<file path="config.mk">
export PLATFORM = sky130hd
export DESIGN_NAME = sdram_rd_burst_seq
export DESIGN_NICKNAME = d
export VERILOG_FILES = /design/src/rtl/sdram_rd_pkg.sv /design/src/rtl/burst_addr_gen.sv /design/src/rtl/cas_delay_line.sv /design/src/rtl/sdram_rd_burst_seq.sv
export SDC_FILE = /design/constraint.sdc
export NUM_CORES = 1
export LEC_CHECK = 0
export ABC_AREA = 1
export ABC_CLOCK_PERIOD_IN_PS = 2000
export BUFFER_PORTS_ARGS = -buffer_cell sky130_fd_sc_hd__buf_2
export CAP_MARGIN = 20
export CORE_MARGIN = 8
export CORE_UTILIZATION = 40
export CTS_CLUSTER_SIZE = 24
export DETAILED_ROUTE_END_ITERATION = 10
export PLACE_DENSITY = 0.67
export SYNTH_ARGS = -nofsm -noshare
export SYNTH_HDL_FRONTEND = slang
export SYNTH_HIERARCHICAL = 1
export SYNTH_SLANG_ARGS = --single-unit
</file>
<file path="constraint.sdc">
create_clock -name clk -period 2 [get_ports clk]
set_input_delay 0.1 -clock clk [delete_from_list [all_inputs] [get_ports clk]]
set_output_delay 0.1 -clock clk [all_outputs]
set_load 0.05 [all_outputs]
</file>
<file path="src/rtl/sdram_rd_pkg.sv">
// Package: shared types for the read burst sequencer.
// Assumes a column width of 9 bits is chosen at the top; the types here are width-free.
package sdram_rd_pkg;

    // Burst length code as carried on the mode input.
    typedef enum logic [1:0] {
        LEN_2    = 2'b00,
        LEN_4    = 2'b01,
        LEN_8    = 2'b10,
        LEN_PAGE = 2'b11
    } burst_len_e;

    // Mode captured with a read command and held for its burst.
    typedef struct packed {
        burst_len_e len;
        logic       ilv;
        logic       cl3;
    } rd_mode_t;

endpackage

</file>
<file path="src/rtl/burst_addr_gen.sv">
// Module: burst_addr_gen
// Produces one column per cycle for a burst. It keeps the starting column and a
// beat counter, and forms each column from them, so a burst stays in its aligned
// block (fixed lengths) or runs across the page (full page) until killed.
// Assumes load and kill are never both wanted: load wins.
module burst_addr_gen
    import sdram_rd_pkg::*;
#(
    parameter int COL_W = 9
) (
    input  logic             clk,
    input  logic             rst_n,
    input  logic             load,
    input  logic             kill,
    input  logic [COL_W-1:0] start_col,
    input  burst_len_e       len,
    input  logic             ilv,
    output logic             active,
    output logic [COL_W-1:0] col
);

    localparam logic [COL_W-1:0] ALL_ONES = {COL_W{1'b1}};

    logic [COL_W-1:0] base_q;
    logic [COL_W-1:0] step_q;
    logic [COL_W-1:0] mask_q;
    logic             ilv_q;
    logic             page_q;
    logic             active_q;
    logic [COL_W-1:0] mask_d;
    logic [COL_W-1:0] low_bits;

    // Purpose: map the length code onto the low-bit mask of the aligned block.
    always_comb begin
        unique case (len)
            LEN_2:   mask_d = COL_W'(1);
            LEN_4:   mask_d = COL_W'(3);
            LEN_8:   mask_d = COL_W'(7);
            default: mask_d = ALL_ONES;
        endcase
    end

    // Purpose: capture a burst on load, then advance or retire it once per clock.
    always_ff @(posedge clk) begin
        if (!rst_n) begin
            base_q   <= '0;
            step_q   <= '0;
            mask_q   <= '0;
            ilv_q    <= 1'b0;
            page_q   <= 1'b0;
            active_q <= 1'b0;
        end else if (load) begin
            base_q   <= start_col;
            step_q   <= '0;
            mask_q   <= mask_d;
            ilv_q    <= ilv;
            page_q   <= (len == LEN_PAGE);
            active_q <= 1'b1;
        end else if (kill) begin
            active_q <= 1'b0;
        end else if (active_q) begin
            if (!page_q && step_q == mask_q) begin
                active_q <= 1'b0;
            end else begin
                step_q <= step_q + 1'b1;
            end
        end
    end

    // Purpose: pick counting or XOR order for the low bits of the block.
    always_comb begin
        low_bits = ilv_q ? (base_q ^ step_q) : (base_q + step_q);
    end

    // Purpose: form the presented column from the block bits and the ordered low bits.
    always_comb begin
        if (page_q) begin
            col = base_q + step_q;
        end else begin
            col = (base_q & ~mask_q) | (low_bits & mask_q);
        end
    end

    assign active = active_q;

    // A fixed-length burst never leaves its aligned block.
    p_block_hold_r3: assert property (@(posedge clk) disable iff (!rst_n)
        (active_q && $past(active_q) && !$past(load) && !page_q)
        |-> ((col & ~mask_q) == ($past(col) & ~mask_q)));

    // A full-page burst advances by exactly one column per beat, wrapping.
    p_page_step_r6: assert property (@(posedge clk) disable iff (!rst_n)
        (active_q && $past(active_q) && !$past(load) && page_q)
        |-> (col == $past(col) + 1'b1));

    // A fixed burst never counts past its last beat.
    p_len_bound_r5: assert property (@(posedge clk) disable iff (!rst_n)
        (active_q && !page_q) |-> (step_q <= mask_q));

endmodule

</file>
<file path="src/rtl/cas_delay_line.sv">
// Module: cas_delay_line
// Delays each beat by the latency chosen for it. A beat enters the shared shift
// line at the stage that leaves exactly its latency to the output, so bursts with
// different latencies can follow each other. Drive is the output stage plus the
// stage before it.
// Assumes MAX_LAT = MIN_LAT + 1 and MIN_LAT >= 2.
module cas_delay_line #(
    parameter int MIN_LAT = 2,
    parameter int MAX_LAT = 3
) (
    input  logic clk,
    input  logic rst_n,
    input  logic beat,
    input  logic lat_sel,
    output logic valid_o,
    output logic drive_o
);

    localparam int LAT_W = $clog2(MAX_LAT + 1);
    localparam int LOW_STAGE = MAX_LAT - MIN_LAT + 1;

    logic [MAX_LAT:1] pipe_q;
    logic [LAT_W-1:0] lat;

    // Purpose: turn the select bit into the latency value of this beat.
    always_comb begin
        lat = lat_sel ? LAT_W'(MAX_LAT) : LAT_W'(MIN_LAT);
    end

    // Purpose: build one stage per clock of the longest latency.
    for (genvar j = 1; j <= MAX_LAT; j++) begin : g_stage
        if (j == 1) begin : g_head
            // Purpose: first stage takes only beats that need the full latency.
            always_ff @(posedge clk) begin
                if (!rst_n) pipe_q[j] <= 1'b0;
                else        pipe_q[j] <= beat && (lat == LAT_W'(MAX_LAT));
            end
        end else begin : g_body
            // Purpose: later stages shift and take beats whose latency starts here.
            always_ff @(posedge clk) begin
                if (!rst_n) pipe_q[j] <= 1'b0;
                else        pipe_q[j] <= pipe_q[j-1] ||
                                         (beat && (lat == LAT_W'(MAX_LAT - j + 1)));
            end
        end
    end

    assign valid_o = pipe_q[MAX_LAT];
    assign drive_o = pipe_q[MAX_LAT] | pipe_q[MAX_LAT-1];

    // A short-latency beat reaches the output exactly MIN_LAT clocks later.
    p_lat_short_r9: assert property (@(posedge clk) disable iff (!rst_n)
        $past(beat && !lat_sel, 2) |-> valid_o);

    // A long-latency beat reaches the output exactly MAX_LAT clocks later.
    p_lat_long_r9: assert property (@(posedge clk) disable iff (!rst_n)
        $past(beat && lat_sel, 3) |-> valid_o);

    // The bus is already driven in the cycle before data first turns valid.
    p_drive_lead_r10: assert property (@(posedge clk) disable iff (!rst_n)
        $rose(valid_o) |-> (drive_o && $past(drive_o)));

    // Only a single-step difference between latencies is supported.
    initial begin
        if (LOW_STAGE != 2) $error("cas_delay_line: MAX_LAT must be MIN_LAT + 1");
    end

endmodule

</file>
<file path="src/rtl/sdram_rd_burst_seq.sv">
// Module: sdram_rd_burst_seq (top)
// Accepts read commands, checks the mode combination, runs the column sequence
// and drives the latency-delayed bus strobes.
// Assumes rd_cmd is a single-cycle pulse per command; a new command overrides
// any burst in flight and takes priority over burst_stop.
module sdram_rd_burst_seq
    import sdram_rd_pkg::*;
#(
    parameter int COL_W   = 9,
    parameter int MIN_LAT = 2,
    parameter int MAX_LAT = 3
) (
    input  logic             clk,
    input  logic             rst_n,
    input  logic             rd_cmd,
    input  logic [COL_W-1:0] rd_col,
    input  logic [1:0]       rd_len,
    input  logic             rd_ilv,
    input  logic             rd_cl3,
    input  logic             burst_stop,
    output logic             col_valid,
    output logic [COL_W-1:0] col_addr,
    output logic             dq_drive,
    output logic             dq_valid,
    output logic             mode_err
);

    rd_mode_t mode_in;
    logic     legal;
    logic     load;
    logic     reject;
    logic     kill;
    logic     cl3_q;
    logic     err_q;

    // Purpose: gather the mode fields presented with the command.
    always_comb begin
        mode_in.len = burst_len_e'(rd_len);
        mode_in.ilv = rd_ilv;
        mode_in.cl3 = rd_cl3;
    end

    // Purpose: decide whether the command is accepted or rejected.
    always_comb begin
        legal  = !(mode_in.len == LEN_PAGE && mode_in.ilv);
        load   = rd_cmd && legal;
        reject = rd_cmd && !legal;
        kill   = burst_stop || reject;
    end

    // Purpose: hold the latency of the running burst and flag rejected commands.
    always_ff @(posedge clk) begin
        if (!rst_n) begin
            cl3_q <= 1'b0;
            err_q <= 1'b0;
        end else begin
            err_q <= reject;
            if (load) cl3_q <= mode_in.cl3;
        end
    end

    burst_addr_gen #(
        .COL_W (COL_W)
    ) u_addr (
        .clk       (clk),
        .rst_n     (rst_n),
        .load      (load),
        .kill      (kill),
        .start_col (rd_col),
        .len       (mode_in.len),
        .ilv       (mode_in.ilv),
        .active    (col_valid),
        .col       (col_addr)
    );

    cas_delay_line #(
        .MIN_LAT (MIN_LAT),
        .MAX_LAT (MAX_LAT)
    ) u_lat (
        .clk     (clk),
        .rst_n   (rst_n),
        .beat    (col_valid),
        .lat_sel (cl3_q),
        .valid_o (dq_valid),
        .drive_o (dq_drive)
    );

    assign mode_err = err_q;

    // An accepted read presents its own column in the next cycle.
    p_first_col_r2: assert property (@(posedge clk) disable iff (!rst_n)
        load |=> (col_valid && col_addr == $past(rd_col)));

    // A rejected read raises the error and leaves no burst running.
    p_reject_r8: assert property (@(posedge clk) disable iff (!rst_n)
        reject |=> (mode_err && !col_valid));

    // A stop with no command ends the burst at that edge.
    p_stop_r6: assert property (@(posedge clk) disable iff (!rst_n)
        (burst_stop && !rd_cmd) |=> !col_valid);

endmodule

</file>
-- After elaboration in Yosys (flattened, before gate mapping)
Cells that the tools add are included.
- register bits: 35
- bits of input ports: 17
- output and inout bits: 13
- logic and storage cells: 52
- add/sub/neg operators: 2
- equal/unequal tests: 7
- muxes and demuxes: 8
- bitwise gates (word level): 9
- reduce and logical (&&, ||, !) cells: 15
- operators with widths (cell ; count):
    one-hot mux 9 bit (3 select lines) ; 1
    AND 9 bit ; 2
    two-way mux 9 bit ; 2
    adder 9 x 1 -> 9 bit (second input constant) ; 1
    adder 9 bit ; 1
    equality test 9 bit ; 1
    NOT 9 bit ; 1
    OR 9 bit ; 1
    bitwise XOR 9 bit ; 1
    equality test 2 bit (second input constant) ; 4
    logical AND 1 bit ; 7
    two-way mux 1 bit ; 5
    equality test 2 x 1 -> 1 bit (second input constant) ; 2
    logical OR 1 bit ; 3
    NOT 1 bit ; 3
    AND reduction 3 bit ; 1
    zero test 1 bit ; 2
    zero test 2 bit ; 1
    OR reduction 2 bit ; 1
    OR 1 bit ; 1

-- Logic depth before layout (Yosys ltp)
- depth after elaboration: 6
- mapped depth: 11
- depth with buffers taken out: 11

-- Hierarchy
The synthesis kept the hierarchy.
- by module, submodules not included (module ; instances ; cells an instance ; area an instance (sq um) ; sequential area each (sq um)):
    burst_addr_gen ; 1 ; 235 ; 1584.0 ; 480.5
    sdram_rd_burst_seq ; 1 ; 15 ; 105.1 ; 40.0
    cas_delay_line ; 1 ; 12 ; 97.6 ; 60.1

-- Worst setup path before layout
No wires, ideal clock.
- path kind: register -> output
- start: register u_addr.step_q[0]
- end: output port col_addr[2]
- data arrival time: 2.084 ns
- required time: 1.900 ns
- setup slack: -0.184 ns
- stages on the path, launching flop included: 8
- path buffers: 0
- cell sequence: dfxtp_1 ha_1 inv_1 fa_1 xor2_1 nand2_1 o211ai_1 a22oi_1
- longest elaborated chain between the ends: 5
- RTL lines (what ; RTL line ; text):
    start, declared ; burst_addr_gen.sv:25 ; logic [COL_W-1:0] step_q;
    start signal, assigned ; burst_addr_gen.sv:65 ; step_q <= step_q + 1'b1;
    adder 9 bit (*) ; burst_addr_gen.sv:72, burst_addr_gen.sv:78 ;
    two-way mux 9 bit ; burst_addr_gen.sv:72 ; low_bits = ilv_q ? (base_q ^ step_q) : (base_q + step_q);
    AND 9 bit ; burst_addr_gen.sv:80 ; col = (base_q & ~mask_q) | (low_bits & mask_q);
    OR 9 bit ; burst_addr_gen.sv:80 ;
    two-way mux 9 bit (*) ; burst_addr_gen.sv:77 ; if (page_q) begin
    end, declared ; sdram_rd_burst_seq.sv:22 ; output logic [COL_W-1:0] col_addr,
Mark *: on every way between the ends. The rest lies on a longest branch, timed or not.

-- Worst setup path after layout
- start: register u_addr.base_q[0]
- end: output port col_addr[8]
- longest elaborated chain between the ends: 5
- RTL lines (what ; RTL line ; text):
    start, declared ; burst_addr_gen.sv:24 ; logic [COL_W-1:0] base_q;
    start signal, assigned ; burst_addr_gen.sv:53 ; base_q <= start_col;
    adder 9 bit (*) ; burst_addr_gen.sv:72, burst_addr_gen.sv:78 ;
    two-way mux 9 bit ; burst_addr_gen.sv:72 ;
    AND 9 bit ; burst_addr_gen.sv:80 ;
    OR 9 bit ; burst_addr_gen.sv:80 ;
    two-way mux 9 bit (*) ; burst_addr_gen.sv:77 ;
Marked as above.

==> impl_metrics.csv <==
group,metric,value,unit
outcome,status,"complete, but fails checks",
outcome,violations,"negative setup slack",
final_layout,area_delta_synth_final,25.77,%
clocking,clock_sinks,29,
sta,finalSetupViolations,3,
logic_synthesis,synth.most_common_cell,"nand2_1",
place,io_buffers,29,
flow_run,drv_cap,0,
floorplan,initial_core_util,0.4132,
routing,drt-total-wl,4415,um
worst_setup_path,endpoint_kind,"output port",
clocking,clockRootBuffer,"clkbuf_8",
clocking,clk_pin_slew_worst_paths,0.06,ns
floorplan,fp.dieH,82.84,um
final_layout,finalNetCount,332,
final_layout,fin_area,2247,um^2
routing,drt_pass1_iterations,4,
logic_synthesis,synth.avg_cell_area,6.820,um^2
worst_setup_path,required,1.90,ns
clocking,clock_latency,0.29,ns
worst_setup_path,cp_max_fo,3,
worst_setup_path,r2r-start,"u_addr/step_q[2]",
grt,grt.total_usage,0.1305,
grt,first_global_vias,1741,
routing,avgViaCountPerCell,5.006,
sta,tightest_slew,0.5588,ns
final_layout,seqCellArea,583.1,um^2
logic_synthesis,yosys_warnings,6,
logic_synthesis,ys_seq_area_frac,0.3249,
floorplan,die_x,82.84,um
logic_synthesis,ys_ff_latch,29,
logic_synthesis,postSynth.asyncResetShare,0,
place,finalWeightedCongestion,0.8622,
logic_synthesis,synth.distinct_cells,29,
worst_setup_path,crit_type,"reg -> out",
pwr,p_leak,1.083,nW
worst_setup_path,critPathLaunchType,"register",
routing,num_vias,1792,
floorplan,core,4324,um^2
routing,drc,0,
grt,antenna_found_initial,0,
floorplan,die_area,6862,um^2
final_layout,multi_input_area,1121,um^2
worst_setup_path,reg2reg_slack,0.60,ns
logic_synthesis,synth_flop_cell,"dfxtp_1",
routing,drt_iter0_drc,107,
logic_synthesis,synth_cells,262,
sta,relSlewSlack,0.6271,
place,dp_slack,0.06913,ns
worst_setup_path,crit_arrival,1.93,ns
logic_synthesis,synth_nets,289,
grt,grt.overflow.total,0,
logic_synthesis,syn-cell-area,1787,um^2
min_path,hold_path.class,"in -> reg",
clocking,numCtsBuffers,5,
final_layout,drive_above_1_share,0.2516,
place,dpl-instance-area,2056,um^2
sta,fmax,0.4925,GHz
floorplan,io_pins,30,
final_layout,num-fill-cells,443,
logic_synthesis,post-synth-top-area-fraction,0.3249,
sta,grt_setup_unrepaired,"true",
final_layout,antennaDiodeCount,0,
worst_setup_path,worstRegToRegCells,9,
sta,worst_clock_skew,0.006708,ns
place,dpl.hpwl,3292,um
clocking,cts_tree,"built",
clocking,htree_levels,2,
logic_synthesis,synth_edf_count,0,
floorplan,core.rowCount,24,
grt,grt_pass1_wl,7555,um
worst_setup_path,r2r-end,"u_addr/step_q[0]",
sta,period_needed,2.030,ns
clocking,clk_path_buf_depth,2,
grt,grt_max_degree,18,
min_path,hold-path-cell-count,3,
routing,avgRoutedWirePerCell,12.33,um
sta,layout_setup_ws,-0.03045,ns
pwr,power.density,614.6,nW/um^2
logic_synthesis,yosys-top-cells-count,"nand2_1, inv_1, dfxtp_1",
min_path,min_from,"rd_col[4]",
logic_synthesis,yosysTopAreaCell,"dfxtp_1",
routing,drt.antenna.violating_nets,0,
pwr,ir_worst_vdd,369.0,uV
sta,hold_viol_final,0,
sta,drv_slew,0,
min_path,min_to,"u_addr/base_q[4]",
logic_synthesis,synth.area.top_cells,"dfxtp_1, nand2_1, inv_1, nand3_1, ha_1",
sta,period_share,1.015,
[sequential cells by signal, indices dropped and copies added, names as in the netlist]
signal         cells
u_addr/ilv_q       1
u_addr/page_q      1
u_lat/pipe_q       2
u_addr/mask_q      3
cl3_q              1
u_lat/valid_o      1
u_addr/step_q      9
u_addr/active      1
mode_err           1
u_addr/base_q      9
[cell families (layout without fill, tap and decap cells)]
group,Yosys count,count (layout),synth area share
simple gates,138,138,0.3515
compound gates,41,41,0.1331
buf+inv,37,81,0.08193
flops,29,29,0.3249
fa+ha+maj,10,10,0.07423
xor+xnor,7,7,0.03431
[cell usage in the layout (no fill, tap or decap), types with 9 or more instances in the layout]
cell type and n:
inv_1 30, o21ai_0 9, nand3_1 21, nor2_1 17, dfxtp_1 27, a21oi_1 16, buf_4 11, nand2_1 77
buf_2 22
[stage by stage]
step	cells	hold slack, ns	total power [mW]	utilization	TNS, ns
floorplan	262	0.1976	0.8190	-	0
global placement	348	0.2976	0.8935	0.4754	0
detailed placement	348	0.3073	0.8958	0.4754	0
CTS	356	0.004185	1.390	0.5078	-0.08519
global route	358	0.03591	1.447	0.5197	-0.3660
finish	358	0.01103	1.381	0.5197	-0.03742
[worst max-delay path, cell delays in order, from the launching register on]
cell and delay [ns]:
dfxtp_2 0.35, ha_4 0.14, inv_2 0.03, fa_2 0.34, nand3b_1 0.18, nand2_2 0.12
nand2_2 0.06, nand2_1 0.06, nand2_1 0.04, nand2_1 0.05, nand2_1 0.05, nand2_1 0.07
buf_6 0.15
[layer usage]
| layer | vias up | GRT usage | part of all wire |
|---|---|---|---|
| li1 | 932 | - | - |
| met5 | - | 0 | 0 |
| met3 | 9 | 0.03613 | 0.049 |
| met2 | 37 | 0.2228 | 0.47 |
| met1 | 814 | 0.1414 | 0.46 |
| met4 | 0 | 0.07348 | 0.022 |
[power by group]
group / switching, mW / total (mW) / internal [mW]
Clock: 0.233 / 0.473 / 0.240
Combinational: 0.191 / 0.288 / 0.0970
Sequential: 0.0180 / 0.620 / 0.602
[what timing repair did]
item	4_1_cts	5_1_grt
hold buffers	0	0
setup endpoints to repair	7	8
gates resized for setup	19	11
cloned	0	0
pin swaps	3	4
buffers inserted	0	2
[worst max-delay path by stage]
stage | depth (start not counted) | end | start
2_1_floorplan | 11 | col_addr[8] | u_addr/step_q[0]
3_3_place_gp | 12 | col_addr[8] | u_addr/base_q[0]
3_5_place_dp | 12 | col_addr[8] | u_addr/base_q[0]
4_1_cts | 12 | col_addr[8] | u_addr/base_q[0]
5_1_grt | 12 | col_addr[8] | u_addr/base_q[0]
6_report | 12 | col_addr[8] | u_addr/base_q[0]
[layout make-up]
class                   count  share of cell area
multi-input cells         196              0.4989
clock inverters             2            0.004454
inverters                  33             0.05512
clock buffers               6             0.03229
well taps                  52             0.02895
flip-flops and latches     29              0.2595
repair buffers             40              0.1208
No activity file was read; power rests on OpenSTA's default activity.
